`config.mk`:
```
export PLATFORM = sky130hd
export DESIGN_NAME = sflash_read_resp
export DESIGN_NICKNAME = d
export VERILOG_FILES = /design/src/rtl/sfr_pkg.sv /design/src/rtl/sfr_pin_sync.sv /design/src/rtl/sfr_opcode_dec.sv /design/src/rtl/sfr_byte_src.sv /design/src/rtl/sflash_read_resp.sv
export SDC_FILE = /design/constraint.sdc
export NUM_CORES = 1
export LEC_CHECK = 0
export ABC_CLOCK_PERIOD_IN_PS = 6290
export CAP_MARGIN = 30
export CORE_UTILIZATION = 40
export DETAILED_ROUTE_END_ITERATION = 16
export PLACE_DENSITY_LB_ADDON = 0.05
export SYNTH_ARGS = -nofsm -noshare
export SYNTH_HDL_FRONTEND = slang
export SYNTH_SLANG_ARGS = --single-unit
```
`constraint.sdc`:
```
create_clock -name clk -period 6.29 [get_ports clk]
set_input_delay 1.258 -clock clk [delete_from_list [all_inputs] [get_ports clk]]
set_output_delay 1.258 -clock clk [all_outputs]
set_load 0.005 [all_outputs]
```
`src/rtl/sfr_pkg.sv`:
```
// Shared types and constants for the serial flash read responder.
// Assumes pages and buffers have one common size.
package sfr_pkg;
    localparam int PAGE_BYTES = 1056;
    localparam int OFF_W      = 11;
    localparam int PG_W       = 13;
    localparam int ADDR_BYTES = 3;
    localparam int DUMMY_W    = 3;

    typedef enum logic [1:0] {TGT_NONE, TGT_MAIN, TGT_BUF1, TGT_BUF2} tgt_e;

    typedef enum logic [2:0] {
        ST_IDLE, ST_OPC, ST_ADDR, ST_DUMMY, ST_DATA, ST_IGNORE
    } st_e;
endpackage

```
`src/rtl/sfr_pin_sync.sv`:
```
// Brings the SPI pins into the clk domain and flags edges of SCK and CS.
// Assumes SCK is slower than clk / 4 and that MOSI holds steady around
// the rising edge of SCK. All three pins pass through the same number of
// stages, so they stay aligned.
module sfr_pin_sync #(
    parameter int STAGES = 2
) (
    input  logic clk,
    input  logic rst_n,
    input  logic sck_i,
    input  logic cs_n_i,
    input  logic mosi_i,
    output logic sck_rise,
    output logic sck_fall,
    output logic cs_fall,
    output logic cs_high,
    output logic mosi_s
);
    logic [STAGES-1:0] sck_sr, cs_sr, mosi_sr;
    logic              sck_d, cs_d;

    // Shift each pin through its synchroniser and keep the previous value.
    always_ff @(posedge clk) begin
        if (!rst_n) begin
            sck_sr  <= '0;
            cs_sr   <= '1;
            mosi_sr <= '0;
            sck_d   <= 1'b0;
            cs_d    <= 1'b1;
        end else begin
            sck_sr  <= {sck_sr[STAGES-2:0], sck_i};
            cs_sr   <= {cs_sr[STAGES-2:0], cs_n_i};
            mosi_sr <= {mosi_sr[STAGES-2:0], mosi_i};
            sck_d   <= sck_sr[STAGES-1];
            cs_d    <= cs_sr[STAGES-1];
        end
    end

    assign sck_rise = sck_sr[STAGES-1] & ~sck_d;
    assign sck_fall = ~sck_sr[STAGES-1] & sck_d;
    assign cs_fall  = ~cs_sr[STAGES-1] & cs_d;
    assign cs_high  = cs_sr[STAGES-1];
    assign mosi_s   = mosi_sr[STAGES-1];
endmodule

```
`src/rtl/sfr_opcode_dec.sv`:
```
// Maps an opcode byte to a read target and its don't-care byte count.
// Any other opcode gives valid = 0.
module sfr_opcode_dec
    import sfr_pkg::*;
#(
    parameter int MAIN_DUMMY = 4,
    parameter int BUF_DUMMY  = 1
) (
    input  logic [7:0]         opcode,
    output logic               valid,
    output tgt_e               tgt,
    output logic [DUMMY_W-1:0] dummy_n
);
    // Decode the opcode into a target and a wait count.
    always_comb begin
        valid   = 1'b1;
        tgt     = TGT_NONE;
        dummy_n = DUMMY_W'(BUF_DUMMY);
        unique case (opcode)
            8'h52, 8'hD2: begin tgt = TGT_MAIN; dummy_n = DUMMY_W'(MAIN_DUMMY); end
            8'h54, 8'hD4: tgt = TGT_BUF1;
            8'h56, 8'hD6: tgt = TGT_BUF2;
            default:      valid = 1'b0;
        endcase
    end

    // a valid opcode always names a target
    always_comb begin
        if (valid) begin
            dec_target_chk: assert (tgt != TGT_NONE);
        end
    end
endmodule

```
`src/rtl/sfr_byte_src.sv`:
```
// Gives the stored byte for a target, page and offset. The content is
// a fixed pattern, so the model needs no storage arrays.
// Assumes the offset is already below the page size.
module sfr_byte_src
    import sfr_pkg::*;
(
    input  tgt_e             tgt,
    input  logic [PG_W-1:0]  page,
    input  logic [OFF_W-1:0] off,
    output logic [7:0]       data
);
    logic [7:0] tag;

    // Pick the per-target offset term.
    always_comb begin
        case (tgt)
            TGT_MAIN: tag = 8'h03 + {page[4:0], 3'b000};
            TGT_BUF1: tag = 8'hC1;
            TGT_BUF2: tag = 8'h6B;
            default:  tag = 8'h00;
        endcase
    end

    assign data = off[7:0] + 8'(8'h35 * {5'd0, off[10:8]}) + tag;
endmodule

```
`src/rtl/sflash_read_resp.sv`:
```
// Serial flash read command responder. Decodes page-read and buffer-read
// commands from the SPI pins and streams data MSB first, wrapping inside
// the page or buffer being read. Assumes an SPI mode 0 host.
module sflash_read_resp
    import sfr_pkg::*;
#(
    parameter int NUM_PAGES   = 8192,
    parameter int SYNC_STAGES = 2
) (
    input  logic clk,
    input  logic rst_n,
    input  logic spi_sck,
    input  logic spi_cs_n,
    input  logic spi_mosi,
    output logic spi_miso,
    output logic spi_miso_oe
);
    localparam logic [PG_W-1:0]  PAGE_MASK = PG_W'(NUM_PAGES - 1);
    localparam logic [OFF_W-1:0] LAST_OFF  = OFF_W'(PAGE_BYTES - 1);
    localparam logic [OFF_W-1:0] SIZE_OFF  = OFF_W'(PAGE_BYTES);

    logic sck_rise, sck_fall, cs_fall, cs_high, mosi_s;

    sfr_pin_sync #(.STAGES(SYNC_STAGES)) sync_i (
        .clk(clk), .rst_n(rst_n), .sck_i(spi_sck), .cs_n_i(spi_cs_n),
        .mosi_i(spi_mosi), .sck_rise(sck_rise), .sck_fall(sck_fall),
        .cs_fall(cs_fall), .cs_high(cs_high), .mosi_s(mosi_s)
    );

    st_e                state_q;
    tgt_e               tgt_q;
    logic [2:0]         bit_q;
    logic [6:0]         in_sr_q;
    logic [DUMMY_W-1:0] cnt_q, dummy_q;
    logic [15:0]        addr_q;
    logic [PG_W-1:0]    page_q;
    logic [OFF_W-1:0]   off_q;
    logic [7:0]         out_sr_q;
    logic [2:0]         obit_q;
    logic               so_q, oe_q;

    wire  [7:0]         rx_byte   = {in_sr_q, mosi_s};
    wire                byte_done = sck_rise && (bit_q == 3'd7);
    wire  [23:0]        full_addr = {addr_q, rx_byte};
    wire  [OFF_W-1:0]   raw_off   = full_addr[OFF_W-1:0];
    wire  [OFF_W-1:0]   start_off = (raw_off >= SIZE_OFF) ? raw_off - SIZE_OFF : raw_off;
    wire  [OFF_W-1:0]   next_off  = (off_q == LAST_OFF) ? '0 : off_q + 1'b1;

    logic               dec_valid;
    tgt_e               dec_tgt;
    logic [DUMMY_W-1:0] dec_dummy;
    logic [7:0]         cur_byte;

    sfr_opcode_dec dec_i (
        .opcode(rx_byte), .valid(dec_valid), .tgt(dec_tgt), .dummy_n(dec_dummy)
    );

    sfr_byte_src src_i (
        .tgt(tgt_q), .page(page_q), .off(off_q), .data(cur_byte)
    );

    // Command sequencer: collects input bytes and walks the phases.
    always_ff @(posedge clk) begin
        if (!rst_n) begin
            state_q  <= ST_IDLE;
            tgt_q    <= TGT_NONE;
            bit_q    <= '0;
            in_sr_q  <= '0;
            cnt_q    <= '0;
            dummy_q  <= '0;
            addr_q   <= '0;
            page_q   <= '0;
            off_q    <= '0;
            out_sr_q <= '0;
            obit_q   <= '0;
            so_q     <= 1'b0;
            oe_q     <= 1'b0;
        end else if (cs_high) begin
            state_q <= ST_IDLE;
            oe_q    <= 1'b0;
        end else if (cs_fall) begin
            state_q <= ST_OPC;
            bit_q   <= '0;
            cnt_q   <= '0;
            obit_q  <= '0;
        end else if (sck_rise) begin
            bit_q   <= bit_q + 1'b1;
            in_sr_q <= rx_byte[6:0];
            if (byte_done) begin
                case (state_q)
                    ST_OPC: begin
                        state_q <= dec_valid ? ST_ADDR : ST_IGNORE;
                        tgt_q   <= dec_tgt;
                        dummy_q <= dec_dummy;
                        cnt_q   <= '0;
                    end
                    ST_ADDR: begin
                        addr_q <= full_addr[15:0];
                        cnt_q  <= cnt_q + 1'b1;
                        if (cnt_q == DUMMY_W'(ADDR_BYTES - 1)) begin
                            state_q <= ST_DUMMY;
                            cnt_q   <= '0;
                            page_q  <= full_addr[23:OFF_W] & PAGE_MASK;
                            off_q   <= start_off;
                        end
                    end
                    ST_DUMMY: begin
                        cnt_q <= cnt_q + 1'b1;
                        if (cnt_q == dummy_q - 1'b1) begin
                            state_q <= ST_DATA;
                            obit_q  <= '0;
                        end
                    end
                    default: ;
                endcase
            end
        end else if (sck_fall && state_q == ST_DATA) begin
            oe_q   <= 1'b1;
            obit_q <= obit_q + 1'b1;
            if (obit_q == 3'd0) begin
                so_q     <= cur_byte[7];
                out_sr_q <= {cur_byte[6:0], 1'b0};
                off_q    <= next_off;
            end else begin
                so_q     <= out_sr_q[7];
                out_sr_q <= {out_sr_q[6:0], 1'b0};
            end
        end
    end

    assign spi_miso    = so_q;
    assign spi_miso_oe = oe_q;


    cs_release_chk: assert property (@(posedge clk) disable iff (!rst_n)
        cs_high |=> !oe_q);

    ignore_quiet_chk: assert property (@(posedge clk) disable iff (!rst_n)
        (state_q == ST_IGNORE) |-> !oe_q);

    so_edge_chk: assert property (@(posedge clk) disable iff (!rst_n)
        !sck_fall |=> $stable(so_q));

    off_range_chk: assert property (@(posedge clk) disable iff (!rst_n)
        off_q <= LAST_OFF);

    idle_oe_chk: assert property (@(posedge clk) disable iff (!rst_n)
        (state_q == ST_IDLE) && $past(state_q == ST_IDLE) |-> !oe_q);
endmodule

```
Word level (Yosys, flattened, before mapping)
Cells that the tools add are included.
Cells by class
  add/sub/neg operators: 9
  multipliers: 1
  order comparisons: 1
  eq/ne operators: 27
  muxes and demuxes: 34
  bitwise operators: 9
  reduce and logical (&&, ||, !) cells: 28
Operators with widths (number)
  $mux 11: 8
  $mux 3: 16
  $reduce_and 5->1: 5
  $eq 8x7->1 const B: 3
  $eq 8x8->1 const B: 3
  $pmux 8 s3: 1
  $pmux 3 s3: 2
  $add 8x8->8: 2
  $add 11x1->11 const B: 1
  $eq 11x11->1 const B: 1
  $ge 11x11->1 const B: 1
  $sub 11x11->11 const B: 1
  $add 3x1->3 const B: 3
  $eq 3x2->1 const B: 3
  $ne 3x1->1 const B: 3
  $add 2x8->8 const A: 1
  $mul 6x3->8 const A: 1
  $mux 8: 1
  $reduce_and 4->1: 2
  $reduce_bool 2->1: 4
  $reduce_or 2->1: 4
  $reduce_and 7->1: 1
  $eq 3x3->1 const B: 2
  $ne 2x1->1 const B: 3
  other kinds (20): 37
Storage, ports and cells
  bits in registers: 66
  bits of input ports: 5
  output and inout port bits: 2
  word-level logic and storage cells: 128

Logic depth before layout (Yosys ltp)
  word-level depth: 8
  mapped depth: 14

Modules after synthesis
From an unflattened synthesis, not the netlist that was laid out.
Unflattened totals
  cell total of the unflattened synthesis: 544
  area, all modules: 4524.3 um2
Modules (own cells, without submodules)
  sflash_read_resp: instances 1, cells an instance 432, area an instance 3540.9 um2, sequential area each 1461.4 um2
  sfr_byte_src: instances 1, cells an instance 82, area an instance 691.9 um2, sequential area each 0.0 um2
  sfr_pin_sync: instances 1, cells an instance 19, area an instance 229.0 um2, sequential area each 160.2 um2
  sfr_opcode_dec: instances 1, cells an instance 11, area an instance 62.6 um2, sequential area each 0.0 um2

Worst setup path before layout
OpenSTA, ideal clock, no wires.
  path type: reg2reg
  start point: register off_q[8]
  end point: register so_q (netlist: spi_miso)
  data arrival time: 3.075 ns
  data required time: 6.220 ns
  slack: 3.145 ns
  stages on the path, launching flop included: 15
  path buffers: 0
  clock period less this slack: 3.145 ns
  path through: dfxtp_1 -> inv_1 -> ha_1 -> xor2_1 -> ha_1 -> inv_1 -> fa_1 -> inv_1 -> ha_1 -> and2_1 -> a311o_1 -> a21oi_1 -> xnor2_1 -> nand2_1 -> a21oi_1
On the way
  longest elaborated chain between the ends: 4
Ends and longest elaborated chain
  start: declaration: RTL line sflash_read_resp.sv:37  | logic [OFF_W-1:0] off_q;
  start signal: assignment: RTL line sflash_read_resp.sv:104  | off_q <= start_off;
  start signal: assignment: RTL line sflash_read_resp.sv:123  | off_q <= next_off;
  $mul 6x3->8: RTL line sfr_byte_src.sv:24  | assign data = off[7:0] + 8'(8'h35 * {5'd0, off[10:8]}) + tag;
  $add 8x8->8 (2 in a row): RTL line sfr_byte_src.sv:24
  $mux 1: RTL line sflash_read_resp.sv:120  | if (obit_q == 3'd0) begin
  end signal: assignment: RTL line sflash_read_resp.sv:121  | so_q <= cur_byte[7];
  end signal: assignment: RTL line sflash_read_resp.sv:125  | so_q <= out_sr_q[7];
  end: declaration: RTL line sflash_read_resp.sv:40  | logic so_q, oe_q;
Every way passes these cells.
A chain may end at the register's enable or synchronous reset.

Final worst setup path
Ends and elaborated chain as after synthesis.

==> flow_summary.ini <==
[outcome]
status = completed

[layout]
area_delta_synth_final_pct = 8.181
drive_above_1_share = 0.06304
fillers = 987
final_common_cell = dfxtp_1
layout_common_cells = dfxtp_1, nand2_1, a21oi_1
antenna_cells = 0
final_nets = 495

[clock_tree]
post_cts_buffers = 0
clk_latency_ns = 0.34
clock_path_buffers = 2
cts_tree = built
clkTransAtPathRegs_ns = 0.07
ctsResizeCount = 0
cts-root-buf = clkbuf_8
clock_sinks = 64
numCtsBuffers = 9
cts_max_level = 3
cts_hold_buffers = 0

[sta]
clock.fmax_mhz = 295.9
tightest_slew_ns = 0.7980
drv_slew = 0
hold_viol_final = 0
totalNegativeSetupSlack_ns = 0
period_share = 0.5372
hold_slack_ns = 0.4141
fin_crit_ns = 3.379
rsz0062_at_grt = false
setup_viol = 0
fin_skew_ns = 0.01043
relSlewSlack = 0.4669

[worst_setup_path]
critical_path_class = reg2reg
crit_chain = inv_1 -> ha_1 -> xor2_1 -> ha_1 -> inv_1 -> fa_1 -> inv_1 -> ha_1 -> and2_1 -> a311o_1 -> a21oi_1 -> xnor2_1 -> nand2_1 -> a21oi_1
cp_num_buf_inv = 3
crit_path_max_fanout = 8
cp-end-kind = flop
cp.arrival_ns = 3.65
rrSetupSlack_ns = 2.91
crit_slowest_cell = fa_1
slowest_delay_ns = 0.52
cp_top_family = adder cells
setup.worst_path.start_class = flop
cp.required_ns = 6.56

[synthesis]
synth_fa_ha_area_frac = 0.1245
synth_compound_gate_area_share = 0.1750
synth_seq_cells = 64
yosysWarnings = 0
synth_top_family_by_area = simple AND/OR/NAND/NOR gates
syn_area_mm2 = 0.003839
avgSynthCellArea_um2 = 8.418
synthDistinctLibCells = 57
ys_seq_area_frac = 0.3338
synth-edff-count = 0
synthMuxAreaShare = 0.03911
synth_nets = 495
postSynth.topFlopCell = dfxtp_1
synth_xor_area_frac = 0.02966
synth-simple-area-share = 0.2409
synthCells = 456
ys_async_sr_fraction = 0

[detailed_routing]
avgRoutedWirePerCell_um = 15.26
drc = 0
dr.pass1.iters = 4
first_iter_violations = 129
ant_nets = 0
wirelength_mm = 8.988
vias = 3090
routed_via_density = 5.246

[floorplan]
die_w_um = 99.96
fp.dieH_um = 99.96
design.core.area_mm2 = 0.009284
start_util = 0.4135
row_count = 35
ios = 7
die_area_mm2 = 0.009992

[place]
port_buffers = 6
gp_congestion = 0.8253
hpwl_mm = 6.402

[grt]
grt_pass1_vias = 2943
grtUsageTotal = 0.1963
grt_max_degree = 55
gr-total-overflow = 0
grt_pass1_wl_mm = 14.93
antenna_found_initial = 0

[pwr]
power_density_mw_per_mm2 = 181.5
p_leak_nw = 1.706
vdd_drop_max_mv = 0.1012

[flow_run]
maxCapViolCount = 0

[worst_hold_path]
min_path_type = reg2reg
[synthesized netlist by cell type (2+ instances only)]
cell type | instances | share of area
dfxtp_1 | 64 | 0.33
nand2_1 | 47 | 0.046
a21oi_1 | 35 | 0.046
inv_1 | 31 | 0.030
nor2_1 | 30 | 0.029
ha_1 | 27 | 0.088
o21ai_0 | 23 | 0.030
nor2b_1 | 20 | 0.033
clkbuf_1 | 15 | 0.015
mux2i_1 | 15 | 0.039
nand2b_1 | 13 | 0.021
a21boi_0 | 10 | 0.020
and2_1 | 10 | 0.016
nand3_1 | 10 | 0.013
xnor2_1 | 9 | 0.021
fa_1 | 7 | 0.037
nor3_1 | 6 | 0.0078
nor3b_1 | 6 | 0.012
a21o_1 | 5 | 0.0098
and3_1 | 5 | 0.0081
a31oi_1 | 4 | 0.0065
nand4_1 | 4 | 0.0065
o21a_1 | 4 | 0.0078
xor2_1 | 4 | 0.0091
a22oi_1 | 3 | 0.0059
a311oi_1 | 3 | 0.0068
a31o_2 | 3 | 0.0068
buf_6 | 3 | 0.0088
nand3b_1 | 3 | 0.0059
nor4_1 | 3 | 0.0049
o211ai_1 | 3 | 0.0059
a32o_1 | 2 | 0.0052
or2_2 | 2 | 0.0033
or3b_2 | 2 | 0.0046
or4_1 | 2 | 0.0039
or4b_2 | 2 | 0.0052
[flip-flops by register name, indices dropped and copies added (netlist names), 3 cells and up]
| name | count |
|---|---|
| in_sr_q | 7 |
| addr_q | 8 |
| cnt_q | 3 |
| off_q | 11 |
| obit_q | 3 |
| out_sr_q | 7 |
| page_q | 5 |
| state_q | 3 |
| bit_q | 3 |
[through the flow]
| stage | cells | util | setup slack [ns] | power [W] | instance area (um^2) |
|---|---|---|---|---|---|
| after floorplan | 456 | - | 3.145 | 0.0004356 | 3839 |
| after global placement | 574 | 0.4287 | 3.017 | 0.0004441 | 3980 |
| after detailed placement | 574 | 0.4287 | 2.905 | 0.0004440 | 3980 |
| after CTS | 589 | 0.4473 | 2.905 | 0.0007659 | 4153 |
| after global routing | 589 | 0.4473 | 2.660 | 0.0007826 | 4153 |
| final | 589 | 0.4473 | 2.911 | 0.0007538 | 4153 |
[worst paths after layout]
path / end / cells past startpoint / startpoint
max: spi_miso / 14 / off_q[8]
max reg2reg: spi_miso / 14 / off_q[8]
min: sync_i.cs_sr[1] / 1 / sync_i.cs_sr[0]
min reg2reg: sync_i.cs_sr[1] / 1 / sync_i.cs_sr[0]
[layout make-up]
cell class                      instances  area (um^2)  area share
Tap cell                              129        161.4     0.03887
Clock inverter                          3        17.52    0.004218
Timing Repair Buffer                    9        82.58     0.01989
Inverter                               31        116.4     0.02802
Sequential cell                        64         1281      0.3085
Clock buffer                           12        155.1     0.03736
Multi-Input combinational cell        341         2338      0.5631
[routing by layer]
layer,up-vias,track usage,routed length (um)
met4,0,0.07692,192
met3,14,0.03482,314
li1,1590,-,-
met1,1432,0.2656,4448
met2,54,0.3109,4033
met5,-,0,0
[cell families (layout without fill, tap and decap cells)]
family | after synthesis | in the layout
compound gates | 106 | 106
mux | 15 | 15
flops | 64 | 64
simple gates | 173 | 173
fa+ha+maj | 34 | 34
buf+inv | 51 | 55
xor+xnor | 13 | 13
[worst reg2reg max path, stage by stage, from the launching register on]
cell and delay, ns:
dfxtp_1 0.48, inv_1 0.10, ha_1 0.32, xor2_1 0.15, ha_1 0.27, inv_1 0.05
fa_1 0.52, inv_1 0.05, ha_1 0.35, and2_1 0.18, a311o_1 0.32, a21oi_1 0.18
xnor2_1 0.13, nand2_1 0.07, a21oi_1 0.15
[power by group]
part	internal (W)	total (W)	switching (W)	leakage [nW]
registers	0.000408	0.000411	0.00000333	0.517
clock network	0.000161	0.000319	0.000158	0.0882
logic	0.00000957	0.0000236	0.0000140	1.10
total	0.000579	0.000754	0.000175	1.71
No activity file was read; power rests on OpenSTA's default activity.
